File: src/rtl/vrev_pkg.sv
package vrev_pkg;
  localparam int BYTE_W     = 8;
  localparam int CONT_LOG2  = 3;  // largest container is 2**3 bytes

  typedef enum logic [1:0] {
    K_NONE  = 2'd0,
    K_FLIP  = 2'd1,
    K_SWAP  = 2'd2,
    K_COUNT = 2'd3
  } kind_e;

  typedef struct packed {
    kind_e                kind;
    logic                 wide;
    logic [CONT_LOG2-1:0] xmask;  // byte-index XOR for element swap
    logic [4:0]           rd;
  } dec_t;
endpackage

File: src/rtl/vrev_decode.sv
module vrev_decode
  import vrev_pkg::*;
#(
  parameter int INSTR_W = 32
) (
  input  logic [INSTR_W-1:0] instr,
  output dec_t               dec
);
  localparam logic [INSTR_W-1:0] FLIP_MASK = 32'hBFFF_FC00;
  localparam logic [INSTR_W-1:0] FLIP_VAL  = 32'h2E60_5800;
  localparam logic [INSTR_W-1:0] CNT_VAL   = 32'h0E20_5800;
  localparam logic [INSTR_W-1:0] SWAP_MASK = 32'h9F3F_EC00;
  localparam logic [INSTR_W-1:0] SWAP_VAL  = 32'h0E20_0800;

  logic [1:0] cont_code;
  logic [1:0] size_f;
  logic [2:0] code_sum;
  logic       hit_flip, hit_cnt, hit_swap, swap_ok;
  logic [CONT_LOG2:0] cont_ones, elem_ones;

  always_comb begin
    cont_code = {instr[12], instr[29]};
    size_f    = instr[23:22];
    code_sum  = {1'b0, cont_code} + {1'b0, size_f};
    hit_flip  = (instr & FLIP_MASK) == FLIP_VAL;
    hit_cnt   = (instr & FLIP_MASK) == CNT_VAL;
    hit_swap  = (instr & SWAP_MASK) == SWAP_VAL;
    swap_ok   = hit_swap && (cont_code != 2'b11) && (code_sum < 3'd3);

    // container bytes-1 XOR element bytes-1 gives the byte index flip mask
    cont_ones = (4'd1 << (2'd3 - cont_code)) - 4'd1;
    elem_ones = (4'd1 << size_f) - 4'd1;

    dec.wide  = instr[30];
    dec.rd    = instr[4:0];
    dec.xmask = cont_ones[CONT_LOG2-1:0] ^ elem_ones[CONT_LOG2-1:0];
    if (hit_flip)     dec.kind = K_FLIP;
    else if (hit_cnt) dec.kind = K_COUNT;
    else if (swap_ok) dec.kind = K_SWAP;
    else              dec.kind = K_NONE;
  end
endmodule

File: src/rtl/vrev_lanes.sv
module vrev_lanes
  import vrev_pkg::*;
#(
  parameter int DATA_W = 128
) (
  input  dec_t              dec,
  input  logic [DATA_W-1:0] src,
  output logic [DATA_W-1:0] result
);
  localparam int LANES  = DATA_W / BYTE_W;
  localparam int HALF   = LANES / 2;
  localparam int LIDX_W = $clog2(LANES);

  logic [DATA_W-1:0] opnd;

  always_comb begin
    opnd = src;
    if (!dec.wide) opnd[DATA_W-1:DATA_W/2] = '0;
  end

  for (genvar j = 0; j < LANES; j++) begin : g_lane
    logic [BYTE_W-1:0] own, moved, flipped, cnt, s1, s2;
    logic [LIDX_W-1:0] from;

    assign own  = opnd[j*BYTE_W +: BYTE_W];
    assign from = LIDX_W'(j) ^ LIDX_W'(dec.xmask);
    assign moved = opnd[from*BYTE_W +: BYTE_W];

    for (genvar b = 0; b < BYTE_W; b++) begin : g_bit
      assign flipped[b] = own[BYTE_W-1-b];
    end

    // pairwise adder tree: 1-bit pairs, 2-bit pairs, nibbles
    assign s1  = ((own >> 1) & 8'h55) + (own & 8'h55);
    assign s2  = ((s1  >> 2) & 8'h33) + (s1  & 8'h33);
    assign cnt = (s2 >> 4) + (s2 & 8'h0F);

    always_comb begin
      if (!dec.wide && j >= HALF) begin
        result[j*BYTE_W +: BYTE_W] = '0;
      end else begin
        unique case (dec.kind)
          K_FLIP:  result[j*BYTE_W +: BYTE_W] = flipped;
          K_COUNT: result[j*BYTE_W +: BYTE_W] = cnt;
          K_SWAP:  result[j*BYTE_W +: BYTE_W] = moved;
          default: result[j*BYTE_W +: BYTE_W] = '0;
        endcase
      end
    end
  end
endmodule

File: src/rtl/vrev_unit.sv
module vrev_unit
  import vrev_pkg::*;
#(
  parameter int DATA_W  = 128,
  parameter int INSTR_W = 32,
  parameter int RIDX_W  = 5
) (
  input  logic               clk,
  input  logic               rst,
  input  logic               in_valid,
  input  logic [INSTR_W-1:0] instr,
  input  logic [DATA_W-1:0]  src,
  output logic               out_valid,
  output logic [DATA_W-1:0]  out_result,
  output logic [RIDX_W-1:0]  out_rd,
  output logic               out_wen,
  output logic               out_illegal
);
  dec_t              dec;
  logic [DATA_W-1:0] lane_res;
  logic              legal;

  vrev_decode #(.INSTR_W(INSTR_W)) u_dec (
    .instr (instr),
    .dec   (dec)
  );

  vrev_lanes #(.DATA_W(DATA_W)) u_lanes (
    .dec    (dec),
    .src    (src),
    .result (lane_res)
  );

  assign legal = (dec.kind != K_NONE);

  always_ff @(posedge clk) begin
    if (rst) begin
      out_valid   <= 1'b0;
      out_wen     <= 1'b0;
      out_illegal <= 1'b0;
    end else begin
      out_valid   <= in_valid;
      out_wen     <= in_valid && legal;
      out_illegal <= in_valid && !legal;
    end
  end

  always_ff @(posedge clk) begin
    if (in_valid) begin
      out_result <= lane_res;
      out_rd     <= RIDX_W'(dec.rd);
    end
  end
endmodule

File: config.mk
export PLATFORM = sky130hd
export DESIGN_NAME = vrev_unit
export DESIGN_NICKNAME = d
export VERILOG_FILES = /design/src/rtl/vrev_pkg.sv /design/src/rtl/vrev_decode.sv /design/src/rtl/vrev_lanes.sv /design/src/rtl/vrev_unit.sv
export SDC_FILE = /design/constraint.sdc
export NUM_CORES = 1
export LEC_CHECK = 0
export BUFFER_PORTS_ARGS = -buffer_cell sky130_fd_sc_hd__buf_4
export CAP_MARGIN = 30
export CORE_AREA = 2 2 158 160
export CTS_BUF_LIST = sky130_fd_sc_hd__clkbuf_8
export CTS_CLUSTER_DIAMETER = 50
export CTS_CLUSTER_SIZE = 12
export DETAILED_ROUTE_END_ITERATION = 7
export DIE_AREA = 0 0 160 162
export HOLD_SLACK_MARGIN = 0.03
export PLACE_DENSITY_LB_ADDON = 0.08
export REMOVE_ABC_BUFFERS = 1
export SLEW_MARGIN = 20
export SYNTH_ARGS = -nofsm -noshare
export SYNTH_HDL_FRONTEND = slang
export SYNTH_HIERARCHICAL = 1
export SYNTH_SLANG_ARGS = --single-unit
File: constraint.sdc
create_clock -name clk -period 8.8 [get_ports clk]
set_input_delay 0.44 -clock clk [delete_from_list [all_inputs] [get_ports clk]]
set_output_delay 0.44 -clock clk [all_outputs]
set_load 0.05 [all_outputs]
==> results of run 1 <==
registers in the layout, summed over array words and instances, names as in the netlist:
register and flops:
out_result 128, out_wen 1, out_valid 1, out_rd 5, out_illegal 1
cell type report:
class	count	area (um2)	area share (%)
Multi-Input combinational cell	958	9673	56.60
Sequential cell	136	4054	23.72
Timing Repair Buffer	308	2381	13.93
Tap cell	324	405.4	2.372
Clock buffer	18	247.7	1.450
Clock inverter	14	209.0	1.223
Inverter	30	117.6	0.6882
Antenna cell	1	2.502	0.01464
per-layer routing:
metal,up-vias,track usage (%),wire [um]
met2,721,57.30,21830
li1,5132,-,-
met5,-,0,0
met3,152,5.414,3411
met4,0,17.90,2284
met1,5685,37.59,14970
cells in the final DEF (no fill, tap or decap), drive strengths merged, types with 2 or more instances in the layout:
cell	n
mux4	94
edfxtp	133
nor2b	10
nor4b	2
nor4	2
o22ai	4
mux2	53
o21ai	103
a221o	8
bufinv	5
nand3	2
a31oi	5
nor2	16
nor3	9
o21a	4
a22o	2
fa	49
a22oi	4
xnor2	19
a2bb2oi	4
nand2	128
buf	308
dfxtp	3
inv	33
o211ai	8
mux2i	137
o221ai	16
o21bai	8
clkinv	5
nand2b	4
a21oi	25
ha	146
a21o	16
clkbuf	18
and2	65
a211oi	9
power breakdown:
group | switching, mW | internal, mW | total [mW]
registers | 0.0101 | 0.741 | 0.751
logic | 0.556 | 0.434 | 0.991
clock network | 0.276 | 0.343 | 0.619
worst paths after layout:
kind	startpoint	to	slack [ps]	depth (start not counted)
hold / removal	instr[0]	out_rd[0]	160	1
setup / recovery	instr[22]	out_result[107]	4800	12
kinds of logic (layout without fill, tap and decap cells):
group	count (synthesis)	in the layout	synth area share, %
other	0	1	0
adders and majority gates	195	195	19.54
and+or+nand+nor	244	244	8.315
muxes	284	284	28.77
xor gates and xnor gates	19	19	1.158
AOI/OAI and AO/OA	216	216	9.307
DFF	136	136	28.21
buffers and inverters	127	370	4.710
==> impl_metrics.yaml, run 1 <==
floorplanning:
  dieWidth_um: 160
  initial_core_util_pct: 59.62
  die_y_um: 162
  rows: 57
  io_pins: 299
  core_um2: 24110
  die-area_um2: 25920
global_route:
  gr-total-overflow: 0
  first_global_vias: 11810
  antenna_found_initial: 0
  grt_start_max_net_pins: 110
  grt_usage_pct: 32.33
  grt_pass1_wl_mm: 64.39
cts:
  cts_buffer_depth: 2
  htree_levels: 4
  cts.sinks: 136
  holdBufCountCts: 0
  post_cts_resized: 0
  clock_tree.root_cell: "clkbuf_8"
  numCtsBuffers: 17
  cts_setup_buffers: 0
  cts_tree: "done"
  path_clk_slew_ps: 90
detailed_routing:
  drt.antenna.violating_nets: 0
  avgRoutedWirePerCell_um: 23.76
  routed-via-count: 11690
  drt-initial-drc-count: 1178
  dr.pass1.iters: 6
  vias_per_cell: 6.534
  wl_mm: 42.50
  drc: 0
critical_path:
  critPathArrivalTime_ps: 4290
  crit_slowest_cell: "nor2_1"
  cpMostUsedCell: "buf_4"
  required_ps: 9090
  crit_type: "in2reg"
  worstPathCellList: "buf_4 > ha_1 > fa_1 > a211oi_1 > a31oi_1 > nor3b_2 > buf_4 > nand3b_1 > buf_4 > nor2_1 > a22oi_1 > a21oi_1"
  end_kind: "flop"
  max_stage_delay_ps: 710
  cp-start-kind: "input pin"
  worst-path-buf-inv: 3
  cp_top_family: "simple AND/OR/NAND/NOR gates"
  crit_fanout: 29
timing:
  tns_ps: 0
  period_needed_ps: 3998
  worst_slack_ps: 4802
  timing.final.max_slew_violations: 0
  worst_pin_slew_ps: 912.5
  rsz0062_at_grt: "false"
  max_freq_ghz: 0.2501
  slew_headroom_pct: 38.94
  period_share_pct: 45.43
  finalHoldViolations: 0
  setup_viol: 0
  holdWs_ps: 163.9
cells_and_area:
  syn_to_final_growth_pct: 18.92
  n_fill_cell: 1764
  layout.nets: 1809
  layoutNonFillerInstCount: 1789
  fin_util_pct: 70.90
  drive_gt1_share_pct: 32.99
  final_area_um2: 17090
synthesis:
  synthTopCellsByCount: "ha_1, mux2i_1, edfxtp_1, nand2_1, mux4_2"
  yosys.area.top_type_share_pct: 27.79
  synth_ff_type: "edfxtp_1"
  synth_most_common_cell: "ha_1"
  synth_cells: 1221
  avgSynthCellArea_um2: 11.77
  yosysWarnings: 6
  synthDistinctLibCells: 51
  async_reset_ff_share_pct: 0
  synth_area_leaders: "edfxtp_1, ha_1, mux4_2"
  synth-seq-area-share_pct: 28.21
  synth_seq_cells: 136
  synth_area_um2: 14370
  synth_top_area_cell: "edfxtp_1"
  synth-edff-count: 133
power:
  p_per_area_nw_per_um2: 138.1
  power_leakage_nw: 7.285
  vdd_drop_max_mv: 0.1317
  finalPower_mw: 2.361
flow_run:
  cap_violations: 0
status:
  outcome: "completed"
placed_design:
  pre_cts_ws_ps: 4469
  io_buffers: 293
  place_hpwl_mm: 30.74
  gp_congestion: 0.9132
  dp_cells: 1753
  placedInstanceArea_um2: 16560
hold_path:
  holdCritPathClass: "in2reg"
Power figures use the tool's default switching activity.
==> inputs of run 2 (changes only) <==
- ABC_AREA: unset -> 1
- CORE_AREA: 2 2 158 160 -> 2 2 161 163
- DIE_AREA: 0 0 160 162 -> 0 0 163 165
- clock period: 8.8 -> 3.8 ns (I/O delays scaled with it)
==> run 2 against run 1 <==
Net effect:
- cell area grew 0.45%
- global-route usage grew 3.9 points
- routed wire length grew 14%
- worst hold slack lost 100 ps
- sequential power grew 130%
- final cell count grew 43%
- area after synthesis grew 0.31%
- highest routed layer unchanged
==> impl_metrics.yaml, run 2 <==
power:
  vdd_drop_max_mv: 0.2022
  p_per_area_nw_per_um2: 311.6
  power_leakage_nw: 8.667
  finalPower_mw: 5.349
floorplanning:
  core_um2: 25040
  die-area_um2: 26900
  initial_core_util_pct: 57.58
  io_pins: 299
  rows: 58
  die_y_um: 165
  dieWidth_um: 163
synthesis:
  synth_area_um2: 14420
  async_reset_ff_share_pct: 0
  synth_seq_cells: 136
  synth-seq-area-share_pct: 28.12
  synth_most_common_cell: "nand2_1"
  yosys.area.top_type_share_pct: 27.70
  avgSynthCellArea_um2: 7.226
  synthTopCellsByCount: "nand2_1, nand3_1, inv_1, ha_1, edfxtp_1"
  synth_area_leaders: "edfxtp_1, nand2_1, nand3_1"
  synth_ff_type: "edfxtp_1"
  synth_cells: 1995
  synth_top_area_cell: "edfxtp_1"
  synth-edff-count: 133
  synthDistinctLibCells: 30
  yosysWarnings: 6
status:
  outcome: "completed"
cells_and_area:
  reg.largest.list: "out_result: 128 flops, out_rd: 5 flops"
  largest_reg_flops: 128
  drive_gt1_share_pct: 17.76
  regArea_um2: 4054
  final_area_um2: 17170
  syn_to_final_growth_pct: 19.09
  layout.nets: 2575
  mostFrequentLayoutCells: "nand2_1, nand3_1, buf_4"
  n_fill_cell: 2233
  multi_input_area_um2: 8974
  regMostFlops: "out_result"
  mostFrequentLayoutCell: "nand2_1"
placed_design:
  io_buffers: 293
  gp_congestion: 0.9763
  place_hpwl_mm: 35.86
  placedInstanceArea_um2: 16660
critical_path:
  end_kind: "flop"
  required_ps: 3990
  cp-start-kind: "input pin"
  crit_type: "in2reg"
  critPathArrivalTime_ps: 3110
  crit_fanout: 33
cts:
  cts_buffer_depth: 2
  htree_levels: 4
  numCtsBuffers: 17
  post_cts_resized: 0
  cts_setup_buffers: 0
  path_clk_slew_ps: 90
  clock_tree.root_cell: "clkbuf_8"
  cts_tree: "done"
  cts.sinks: 136
timing:
  rsz0062_at_grt: "false"
  timing.final.max_slew_violations: 0
  worst_pin_slew_ps: 918.5
  period_needed_ps: 2922
  period_share_pct: 76.91
  finalHoldViolations: 0
  slew_headroom_pct: 38.76
  setup_viol: 0
  max_freq_ghz: 0.3422
hold_path:
  holdCritPathClass: "in2reg"
flow_run:
  cap_violations: 0
global_route:
  grt_start_max_net_pins: 138
  antenna_found_initial: 2
  grt_pass1_wl_mm: 75.00
  gr-total-overflow: 0
  first_global_vias: 14150
  grt_usage_pct: 36.20
detailed_routing:
  routed-via-count: 15350
  avgRoutedWirePerCell_um: 18.95
  dr.pass1.iters: 7
  drt-initial-drc-count: 2072
  drc: 0
  wl_mm: 48.56
  drt.antenna.violating_nets: 0
  vias_per_cell: 5.992
run 2: cell types whose count changed in the layout (fill, tap and decap cells not counted), moves of 17 or more:
cell	change
nand2_1	+506
nand3_1	+375
inv_1	+142
mux2i_1	-137
mux4_2	-81
a21oi_1	+78
and2_1	-65
mux2_2	-52
o21ai_0	+32
nand2_2	+22
xnor2_1	-17
run 2: stage by stage:
step	setup TNS [ps]	cells	setup slack, ps	hold slack [ps]	util (%)
floorplan	-812110	1861	-6609	288.9	-
global placement	0	2516	543.7	369.5	66.43
detailed placement	0	2517	520.1	371.0	66.54
CTS	0	2560	1018	38.36	68.55
global route	0	2561	850.5	51.22	68.56
finish	0	2562	877.6	61.79	68.57
run 2: path summary, 6_finish.rpt:
kind | startpoint | endpoint | slack [ps] | depth (start not counted)
worst min-delay path | src[50] | out_result[53] | 60 | 3
worst max-delay path | instr[30] | out_result[82] | 880 | 12
run 2: per-layer routing:
metal	GRT usage, %	up-vias	wire length, um
met5	0	-	0
met4	12.75	0	1624
met3	7.509	125	6595
met2	53.95	1145	20460
met1	52.17	6946	19870
li1	-	7136	-
run 2: repair_timing:
| action | in CTS | in global routing |
|---|---|---|
| endpoints found under the hold margin | 13 | 0 |
| hold buffers | 11 | 0 |
| setup endpoints to repair | 0 | 0 |
run 2: kinds of logic after synthesis:
family                   count (synthesis)  share of synthesized area, %
AO/OA/AOI/OAI                          279                         10.52
adder cells (fa/ha/maj)                195                         19.48
flip-flops                             136                         28.12
XOR/XNOR                                10                        0.6076
AND/OR/NAND/NOR                       1060                         31.49
buffers and inverters                  315                         9.790
run 2: layout make-up:
cell class	count	share of cell area [%]
Antenna cell	2	0.02915
Clock buffer	17	1.363
Clock inverter	15	0.9329
Inverter	181	3.987
Multi-Input combinational cell	1544	52.27
Sequential cell	136	23.61
Tap cell	330	2.405
Timing Repair Buffer	337	15.40
run 2: where the power goes:
group | switching [mW] | internal (mW)
combinational | 1.53 | 0.801
clock | 0.641 | 0.637
sequential | 0.0271 | 1.72
run 2: worst max-delay path, stage by stage:
cell     delay, ps
buf_4          120
buf_12         200
nand2_1        160
inv_1          200
ha_1           280
ha_1           210
fa_1           500
fa_1           480
o21ai_0        330
o21ai_0        240
inv_1          100
a21oi_1         60
